## src/rtl/upd_pkg.sv

```systemverilog
package upd_pkg;
  // Shape of the group chosen from the lane buffer in one cycle.
  typedef enum logic [1:0] {
    GRP_EMPTY,
    GRP_SINGLES,
    GRP_LEAD_DOUBLE
  } grp_kind_e;
endpackage

```

## src/rtl/upd_lane_sel.sv

```systemverilog
module upd_lane_sel
  import upd_pkg::*;
#(
  parameter  int LANES = 4,
  localparam int CW    = $clog2(LANES + 1)
) (
  input  logic [CW-1:0]    cnt,
  input  logic [LANES-1:0] dbl,
  output grp_kind_e        kind,
  output logic [CW-1:0]    take,
  output logic [CW-1:0]    uops
);
  localparam int RIDE_MAX = LANES - 2;  // singles that fit beside a lane-0 pair

  logic [CW-1:0] run;  // single instructions directly behind lane 0
  logic          stop;

  always_comb begin
    run  = '0;
    stop = 1'b0;
    for (int i = 1; i < LANES; i++) begin
      if (!stop && (CW'(i) < cnt) && !dbl[i]) run = run + 1'b1;
      else stop = 1'b1;
    end
    if (cnt == '0) begin
      kind = GRP_EMPTY;
      take = '0;
      uops = '0;
    end else if (dbl[0]) begin
      kind = GRP_LEAD_DOUBLE;
      take = CW'(1) + ((run > CW'(RIDE_MAX)) ? CW'(RIDE_MAX) : run);
      uops = take + CW'(1);
    end else begin
      kind = GRP_SINGLES;
      take = run + CW'(1);
      uops = take;
    end
  end
endmodule

```

## src/rtl/upd_slot_mux.sv

```systemverilog
module upd_slot_mux
  import upd_pkg::*;
#(
  parameter int LANES = 4,
  parameter int TW    = 8
) (
  input  grp_kind_e           kind,
  input  logic [LANES*TW-1:0] tag,
  output logic [LANES*TW-1:0] slot_tag,
  output logic [LANES-1:0]    slot_hi
);
  logic pair;
  assign pair = (kind == GRP_LEAD_DOUBLE);

  for (genvar j = 0; j < LANES; j++) begin : g_slot
    if (j == 0) begin : g_lead
      assign slot_tag[0 +: TW] = tag[0 +: TW];
      assign slot_hi[0]        = 1'b0;
    end else if (j == 1) begin : g_pair_half
      assign slot_tag[TW +: TW] = pair ? tag[0 +: TW] : tag[TW +: TW];
      assign slot_hi[1]         = pair;
    end else begin : g_rider
      // A lane-0 pair pushes every following lane one output slot up.
      assign slot_tag[j*TW +: TW] = pair ? tag[(j-1)*TW +: TW] : tag[j*TW +: TW];
      assign slot_hi[j]           = 1'b0;
    end
  end
endmodule

```

## src/rtl/upd_window.sv

```systemverilog
module upd_window #(
  parameter  int LANES = 4,
  parameter  int TW    = 8,
  localparam int CW    = $clog2(LANES + 1)
) (
  input  logic                clk,
  input  logic                rst,
  input  logic                adv,
  input  logic [CW-1:0]       take,
  input  logic                in_valid,
  output logic                in_ready,
  input  logic [CW-1:0]       in_cnt,
  input  logic [LANES-1:0]    in_dbl,
  input  logic [LANES*TW-1:0] in_tag,
  output logic [CW-1:0]       cnt_q,
  output logic [LANES-1:0]    dbl_q,
  output logic [LANES*TW-1:0] tag_q
);
  logic [CW-1:0]       eff;
  logic [CW-1:0]       left;
  logic [LANES-1:0]    nxt_dbl;
  logic [LANES*TW-1:0] nxt_tag;

  assign eff      = adv ? take : '0;
  assign left     = cnt_q - eff;
  assign in_ready = adv && (left == '0);

  // Realign: the oldest instruction still held moves to lane 0.
  always_comb begin
    nxt_dbl = '0;
    nxt_tag = '0;
    for (int i = 0; i < LANES; i++) begin
      if (i + int'(eff) < LANES) begin
        nxt_dbl[i]          = dbl_q[i + int'(eff)];
        nxt_tag[i*TW +: TW] = tag_q[(i + int'(eff))*TW +: TW];
      end
    end
  end

  always_ff @(posedge clk) begin
    if (rst) begin
      cnt_q <= '0;
      dbl_q <= '0;
      tag_q <= '0;
    end else if (in_valid && in_ready) begin
      cnt_q <= in_cnt;
      dbl_q <= in_dbl;
      tag_q <= in_tag;
    end else if (adv) begin
      cnt_q <= left;
      dbl_q <= nxt_dbl;
      tag_q <= nxt_tag;
    end
  end

  // a stalled output freezes the held instructions.
  p_hold_window_r8: assert property (@(posedge clk) disable iff (rst)
    !adv |=> $stable(cnt_q) && $stable(tag_q) && $stable(dbl_q));

  // nothing new is taken while instructions remain held after this edge.
  p_drain_first_r9: assert property (@(posedge clk) disable iff (rst)
    (in_valid && in_ready) |-> (cnt_q == '0) || (adv && take == cnt_q));
endmodule

```

## src/rtl/upd_out_reg.sv

```systemverilog
module upd_out_reg #(
  parameter  int LANES = 4,
  parameter  int TW    = 8,
  localparam int CW    = $clog2(LANES + 1)
) (
  input  logic                clk,
  input  logic                rst,
  input  logic                out_ready,
  output logic                adv,
  input  logic [CW-1:0]       nxt_take,
  input  logic [CW-1:0]       nxt_uops,
  input  logic [LANES-1:0]    nxt_hi,
  input  logic [LANES*TW-1:0] nxt_tag,
  output logic                out_valid,
  output logic [CW-1:0]       out_take,
  output logic [CW-1:0]       out_uops,
  output logic [LANES-1:0]    out_hi,
  output logic [LANES*TW-1:0] out_tag
);
  assign adv = !out_valid || out_ready;

  always_ff @(posedge clk) begin
    if (rst) begin
      out_valid <= 1'b0;
      out_take  <= '0;
      out_uops  <= '0;
      out_hi    <= '0;
      out_tag   <= '0;
    end else if (adv) begin
      out_valid <= (nxt_take != '0);
      out_take  <= nxt_take;
      out_uops  <= nxt_uops;
      out_hi    <= nxt_hi;
      out_tag   <= nxt_tag;
    end
  end

  p_hold_out_r8: assert property (@(posedge clk) disable iff (rst)
    (out_valid && !out_ready) |=> out_valid && $stable(out_tag)
      && $stable(out_hi) && $stable(out_take) && $stable(out_uops));

  p_one_pair_r5: assert property (@(posedge clk) disable iff (rst)
    out_valid |-> ($countones(out_hi) <= 1) && (out_uops <= CW'(LANES)));

  p_pair_slots_r3: assert property (@(posedge clk) disable iff (rst)
    (out_valid && (out_hi != '0)) |-> out_hi[1] && (out_uops == out_take + CW'(1)));

  p_take_range_r7: assert property (@(posedge clk) disable iff (rst)
    out_valid |-> (out_take != '0) && (out_take <= CW'(LANES)));
endmodule

```

## src/rtl/uop_pack_dec.sv

```systemverilog
module uop_pack_dec
  import upd_pkg::*;
#(
  parameter  int LANES = 4,
  parameter  int TAG_W = 8,
  localparam int CW    = $clog2(LANES + 1)
) (
  input  logic                   clk,
  input  logic                   rst,
  input  logic                   in_valid,
  output logic                   in_ready,
  input  logic [CW-1:0]          in_cnt,
  input  logic [LANES-1:0]       in_dbl,
  input  logic [LANES*TAG_W-1:0] in_tag,
  output logic                   out_valid,
  input  logic                   out_ready,
  output logic [CW-1:0]          out_uops,
  output logic [CW-1:0]          out_take,
  output logic [LANES-1:0]       out_hi,
  output logic [LANES*TAG_W-1:0] out_tag
);
  logic                   adv;
  logic [CW-1:0]          cnt_q;
  logic [LANES-1:0]       dbl_q;
  logic [LANES*TAG_W-1:0] tag_q;
  grp_kind_e              kind;
  logic [CW-1:0]          take;
  logic [CW-1:0]          uops;
  logic [LANES*TAG_W-1:0] slot_tag;
  logic [LANES-1:0]       slot_hi;

  upd_window #(.LANES(LANES), .TW(TAG_W)) win_i (
    .clk(clk), .rst(rst), .adv(adv), .take(take),
    .in_valid(in_valid), .in_ready(in_ready), .in_cnt(in_cnt),
    .in_dbl(in_dbl), .in_tag(in_tag),
    .cnt_q(cnt_q), .dbl_q(dbl_q), .tag_q(tag_q)
  );

  upd_lane_sel #(.LANES(LANES)) sel_i (
    .cnt(cnt_q), .dbl(dbl_q), .kind(kind), .take(take), .uops(uops)
  );

  upd_slot_mux #(.LANES(LANES), .TW(TAG_W)) mux_i (
    .kind(kind), .tag(tag_q), .slot_tag(slot_tag), .slot_hi(slot_hi)
  );

  upd_out_reg #(.LANES(LANES), .TW(TAG_W)) oreg_i (
    .clk(clk), .rst(rst), .out_ready(out_ready), .adv(adv),
    .nxt_take(take), .nxt_uops(uops), .nxt_hi(slot_hi), .nxt_tag(slot_tag),
    .out_valid(out_valid), .out_take(out_take), .out_uops(out_uops),
    .out_hi(out_hi), .out_tag(out_tag)
  );

  // a non-empty window yields a valid group two edges after acceptance.
  p_first_group_r9: assert property (@(posedge clk) disable iff (rst)
    (in_valid && in_ready && in_cnt != '0) |=> ##1 out_valid);
endmodule

```

## config.mk

```make
export PLATFORM = sky130hd
export DESIGN_NAME = uop_pack_dec
export DESIGN_NICKNAME = d
export VERILOG_FILES = /design/src/rtl/upd_pkg.sv /design/src/rtl/upd_lane_sel.sv /design/src/rtl/upd_slot_mux.sv /design/src/rtl/upd_window.sv /design/src/rtl/upd_out_reg.sv /design/src/rtl/uop_pack_dec.sv
export SDC_FILE = /design/constraint.sdc
export NUM_CORES = 1
export LEC_CHECK = 0
export BUFFER_PORTS_ARGS = -buffer_cell sky130_fd_sc_hd__buf_2
export CAP_MARGIN = 20
export CORE_MARGIN = 2
export CORE_UTILIZATION = 30
export DETAILED_ROUTE_END_ITERATION = 10
export PLACE_DENSITY = 0.56
export SYNTH_ARGS = -nofsm -noshare
export SYNTH_HDL_FRONTEND = slang
export SYNTH_SLANG_ARGS = --single-unit
```

## constraint.sdc

```tcl
create_clock -name clk -period 14.6 [get_ports clk]
set_input_delay 2.19 -clock clk [delete_from_list [all_inputs] [get_ports clk]]
set_output_delay 2.19 -clock clk [all_outputs]
set_load 0.05 [all_outputs]
```

; Word-level counts from Yosys, hierarchy flattened
; Cells that the tools add are included.
[op_classes]
eq_ne = 1
shift = 4
n_reduce_logical = 17
n_lt_le_gt_ge = 12
add_sub_neg = 9
mux = 41
[op_table]
columns = operator, n
row1 = $lt A32 B4 Y1 const B, 6
row2 = $shiftx A32 B32 Y8, 3
row3 = $mux W32, 2
row4 = $mux W8, 7
row5 = $shiftx A32 B7 Y8, 1
row6 = $mux W3, 10
row7 = $mux W1, 14
row8 = $add A3 B1 Y3 const B, 4
row9 = $add A2 B3 Y4 const A, 2
row10 = $bmux W1 S2, 4
row11 = $mux W4, 2
row12 = $logic_and A1 B1 Y1, 7
row13 = $logic_not A3 Y1, 2
row14 = $lt A2 B3 Y1 const A, 2
row15 = $lt A3 B3 Y1 const B, 2
row16 = $logic_not A1 Y1, 5
row17 = $add A1 B3 Y4 const A, 1
row18 = $mux W2, 2
row19 = $add A1 B3 Y3 const A, 1
row20 = $gt A3 B2 Y1 const B, 1
row21 = $lt A1 B3 Y1 const A, 1
row22 = $reduce_bool A3 Y1, 1
row23 = $sub A3 B3 Y3, 1
row24 = $eq A2 B2 Y1 const B, 1
row25 = 2 further kinds, 2
[totals]
wordCells = 92
out_inout_bits = 44
in_bits = 43
reg_bits = 79

; Logic depth before layout (Yosys ltp)
[logic_depth]
ltp_word = 22
ltp_mapped = 27
depth_no_buf = 21

; Cells and area by module
; Synthesis repeated with hierarchy kept, for this count alone.
[unflattened]
cells_unflattened = 524
area_unflattened_um2 = 4744.6
[by_module_without_submodules]
columns = module, area_each_um2, seq_area_each_um2, cells_per_inst, instances
row1 = upd_window, 2259.7, 780.7, 255, 1
row2 = upd_out_reg, 1686.6, 860.8, 187, 1
row3 = upd_slot_mux, 500.5, 0.0, 41, 1
row4 = upd_lane_sel, 297.8, 0.0, 41, 1

; Worst setup path after synthesis
; Ideal clock, no wire load.
[synth_timing]
path_type = flip-flop to output port
startpoint = register win_i.cnt_q[2]
endpoint = output port in_ready
t_required_ps = 12410
n_path_buf = 4
path_stages_with_launch = 23
path_slack_ps = 7240
arrival_time_ps = 5170
cell_sequence = dfxtp_1 buf_6 o21bai_1 or3_1 inv_1 ha_1 and3_1 fa_1 buf_2 inv_1 ha_1 nand2_1 o22ai_1 ha_1 nand2b_1 and4_1 buf_2 inv_1 clkbuf_1 fa_1 xnor2_1 xnor2_1 and3_1
[synth_between]
elab_chain_len = 18
elab_cells_between_ends = 27
classes_between = 5 x add/sub / 4 x order compare / 9 x mux / 9 x reduce/logical
[synth_rtl]
columns = element, line_no
row1 = start: declaration, upd_window.sv:15  ; output logic [CW-1:0] cnt_q,
row2 = start signal: assignment, upd_window.sv:46  ; cnt_q <= in_cnt;
row3 = start signal: assignment, upd_window.sv:50  ; cnt_q <= left;
row4 = "parallel branches: the longest is 15 deep, another holds $lt A1 B3 Y1", n/a
row5 = $sub A3 B3 Y3 (*), upd_window.sv:25  ; assign left = cnt_q - eff;
row6 = $logic_not A3 Y1 (*), upd_window.sv:26  ; assign in_ready = adv && (left == '0);
row7 = $logic_and A1 B1 Y1 (*), upd_window.sv:26
row8 = end: declaration, uop_pack_dec.sv:11  ; output logic in_ready,
; Every way passes the cells marked *.

; Worst setup path after layout
; Ends and elaborated chain as after synthesis.

==> impl_metrics.yaml <==
cells_and_area:
  area_delta_synth_final_pct: 16.80
  antenna_cells: 0
  nNetsFinal: 653
  drive_gt1_share_pct: 19.57
yosys:
  ys_seq_elements: 79
  postSynthAreaPerCell_um2: 8.151
  netlist_instances: 550
  async_flop_share_pct: 0
  ys_types: 59
  synth_seq_area_share_pct: 35.28
  ys.flop_type: "dfxtp_1"
  synth_edf_count: 0
  netlist_area_um2: 4483
  ys.warnings.count: 0
timing:
  period_minus_slack_ns: 9.028
  layout_setup_ws_ns: 5.572
  hold_violations: 0
  setup_viol: 0
  finalCritPeriodShare_pct: 61.83
  fmax_mhz: 110.8
  tightestPinTransition_ns: 1.068
  finalMaxSlewViolations: 0
  tns_ns: 0
  final.setup_skew_ns: 0.009114
  slew-limit-headroom_pct: 28.81
  rsz0062_at_grt: "false"
clocking:
  root_buffer: "clkbuf_16"
  post-cts-setup-buffers: 0
  cts_tree: "done"
  cts_buffers: 9
  cts_resized: 0
  ctsLongestPathBuffers: 2
  clock_latency_ns: 0.35
  cts_num_sinks: 79
  htreeDepth: 3
  cts.clk_slew.worst_paths_ns: 0.06
  hold_buffers: 0
routing:
  vias: 4311
  post-route-drc-count: 0
  antenna_left: 0
  drtIter0Drc: 381
  vias_per_cell: 5.478
  routed_wl_um: 14540
  wl_per_cell_um: 18.48
  dr.pass1.iters: 5
global_routing:
  grt_max_degree: 71
  grt_pass1_vias: 4146
  gr-total-overflow: 0
  grt_pass1_wl_um: 23010
  antenna_found_initial: 0
  track_usage_pct: 18.43
floorplan:
  core_area_um2: 14590
  io_pins: 87
  die_w_um: 126.2
  start_util_pct: 30.73
  design.die.area_um2: 15940
  die_h_um: 126.2
  rows: 44
placement:
  numPortBuffers: 83
  hpwl_um: 10550
  post-place-ws_ns: 5.888
  gp_congestion: 0.8532
setup_path:
  path_cells: "o21bai_1 -> or3_1 -> inv_1 -> ha_1 -> and3_1 -> fa_1 -> inv_1 -> ha_1 -> nand2_1 -> o22ai_1 -> ha_1 -> nand2b_1 -> and4_1 -> inv_1 -> fa_1 -> xnor2_1 -> xnor2_1 -> and3_1 -> buf_2"
  cp.required_ns: 12.41
  r2r_slack_ns: 7.07
  critPathKind: "reg -> out"
  cp_max_fo: 23
  worst_setup_path_end_kind: "primary output"
  cp-start-kind: "flip-flop"
  cpMaxStageDelayCell: "and4_1"
  arrival_ns: 6.84
  crit_path_max_incr_delay_ns: 0.77
min_path:
  hold_class: "reg -> reg"
flow_run:
  max-cap-violations: 0
run_status:
  status: "complete, no violations"
-- registers in the layout (all words and copies together) (netlist names) --
| name | cells |
|---|---|
| oreg_i.out_uops | 3 |
| win_i.tag_q | 32 |
| win_i.cnt_q | 3 |
| oreg_i.out_hi | 1 |
| oreg_i.out_tag | 32 |
| oreg_i.out_valid | 1 |
| oreg_i.out_take | 3 |
| win_i.dbl_q | 4 |
-- worst max-delay path, delay by kind of cell (launching register included) --
family	cells	cell delay, ns
xor gates and xnor gates	2	0.92
and+or+nand+nor	6	1.75
AOI/OAI and AO/OA	2	0.35
DFF	1	0.56
buffers and inverters	4	1.11
adders and majority gates	5	1.80
-- kinds of logic after synthesis --
logic type	Yosys count	share of synthesized area (%)
AOI/OAI and AO/OA	152	23.83
muxes	23	6.642
and+or+nand+nor	219	23.53
DFF	79	35.28
adders and majority gates	11	3.405
xor gates and xnor gates	3	0.5862
other	1	0.08365
buffers and inverters	62	6.643
-- synth_stat cells (9+ instances only) --
library cell | number | area [um2]
a211oi_1 | 11 | 82.58
nand3_1 | 52 | 260.3
a22oi_1 | 18 | 135.1
clkbuf_1 | 27 | 101.4
inv_1 | 10 | 37.54
a21oi_1 | 36 | 180.2
a311oi_1 | 24 | 210.2
nand2_1 | 65 | 244.0
nor2_1 | 53 | 198.9
nand4_1 | 10 | 62.56
mux2i_1 | 17 | 170.2
dfxtp_1 | 79 | 1582
o21ai_0 | 26 | 130.1
ha_1 | 9 | 112.6
buf_2 | 10 | 50.05
-- cells in the final DEF, fill, tap and decap left out, drive strengths merged, types with 11 or more instances in the layout --
cell,n
a211oi,11
nand4,11
nor2,53
nand3,52
inv,12
o21ai,27
nand2,66
a22oi,18
a311oi,25
mux2i,19
buf,88
dfxtp,79
a21oi,36
-- path summary, 6_finish.rpt --
kind / startpoint / end / cells after the start
setup reg to reg: win_i.cnt_q[2] / win_i.tag_q[16] / 20
setup / recovery: win_i.cnt_q[2] / in_ready / 19
hold / removal: oreg_i.out_tag[3] / oreg_i.out_tag[3] / 2
hold reg to reg: oreg_i.out_tag[3] / oreg_i.out_tag[3] / 2
-- final cells by class --
type	instances	area [um2]
Multi-Input combinational cell	411	2616
Tap cell	184	230.2
Clock buffer	9	225.2
Sequential cell	79	1582
Clock inverter	6	92.59
Fill cell	1511	9353
Inverter	10	37.54
Timing Repair Buffer	88	452.9
-- per-stage QoR --
step                hold WS [ns]  utilization [%]  std cells  cell area, um2
floorplan                 0.4468                -        552            4491
global placement          0.4430            33.66        771            4911
detailed placement        0.4463            33.66        771            4911
CTS                       0.4565            35.84        786            5229
global route              0.4810            35.89        787            5236
finish                    0.4522            35.89        787            5236
-- routing by layer --
metal	wire length [um]	vias up	track usage, %
li1	-	2119	-
met3	1023	39	4.163
met2	6550	178	28.37
met1	6403	1975	23.83
met5	0	-	0
met4	563	0	10.34
Power is not shown: default switching activity piles up to over one toggle a cycle in this logic, so the estimate is an artifact.
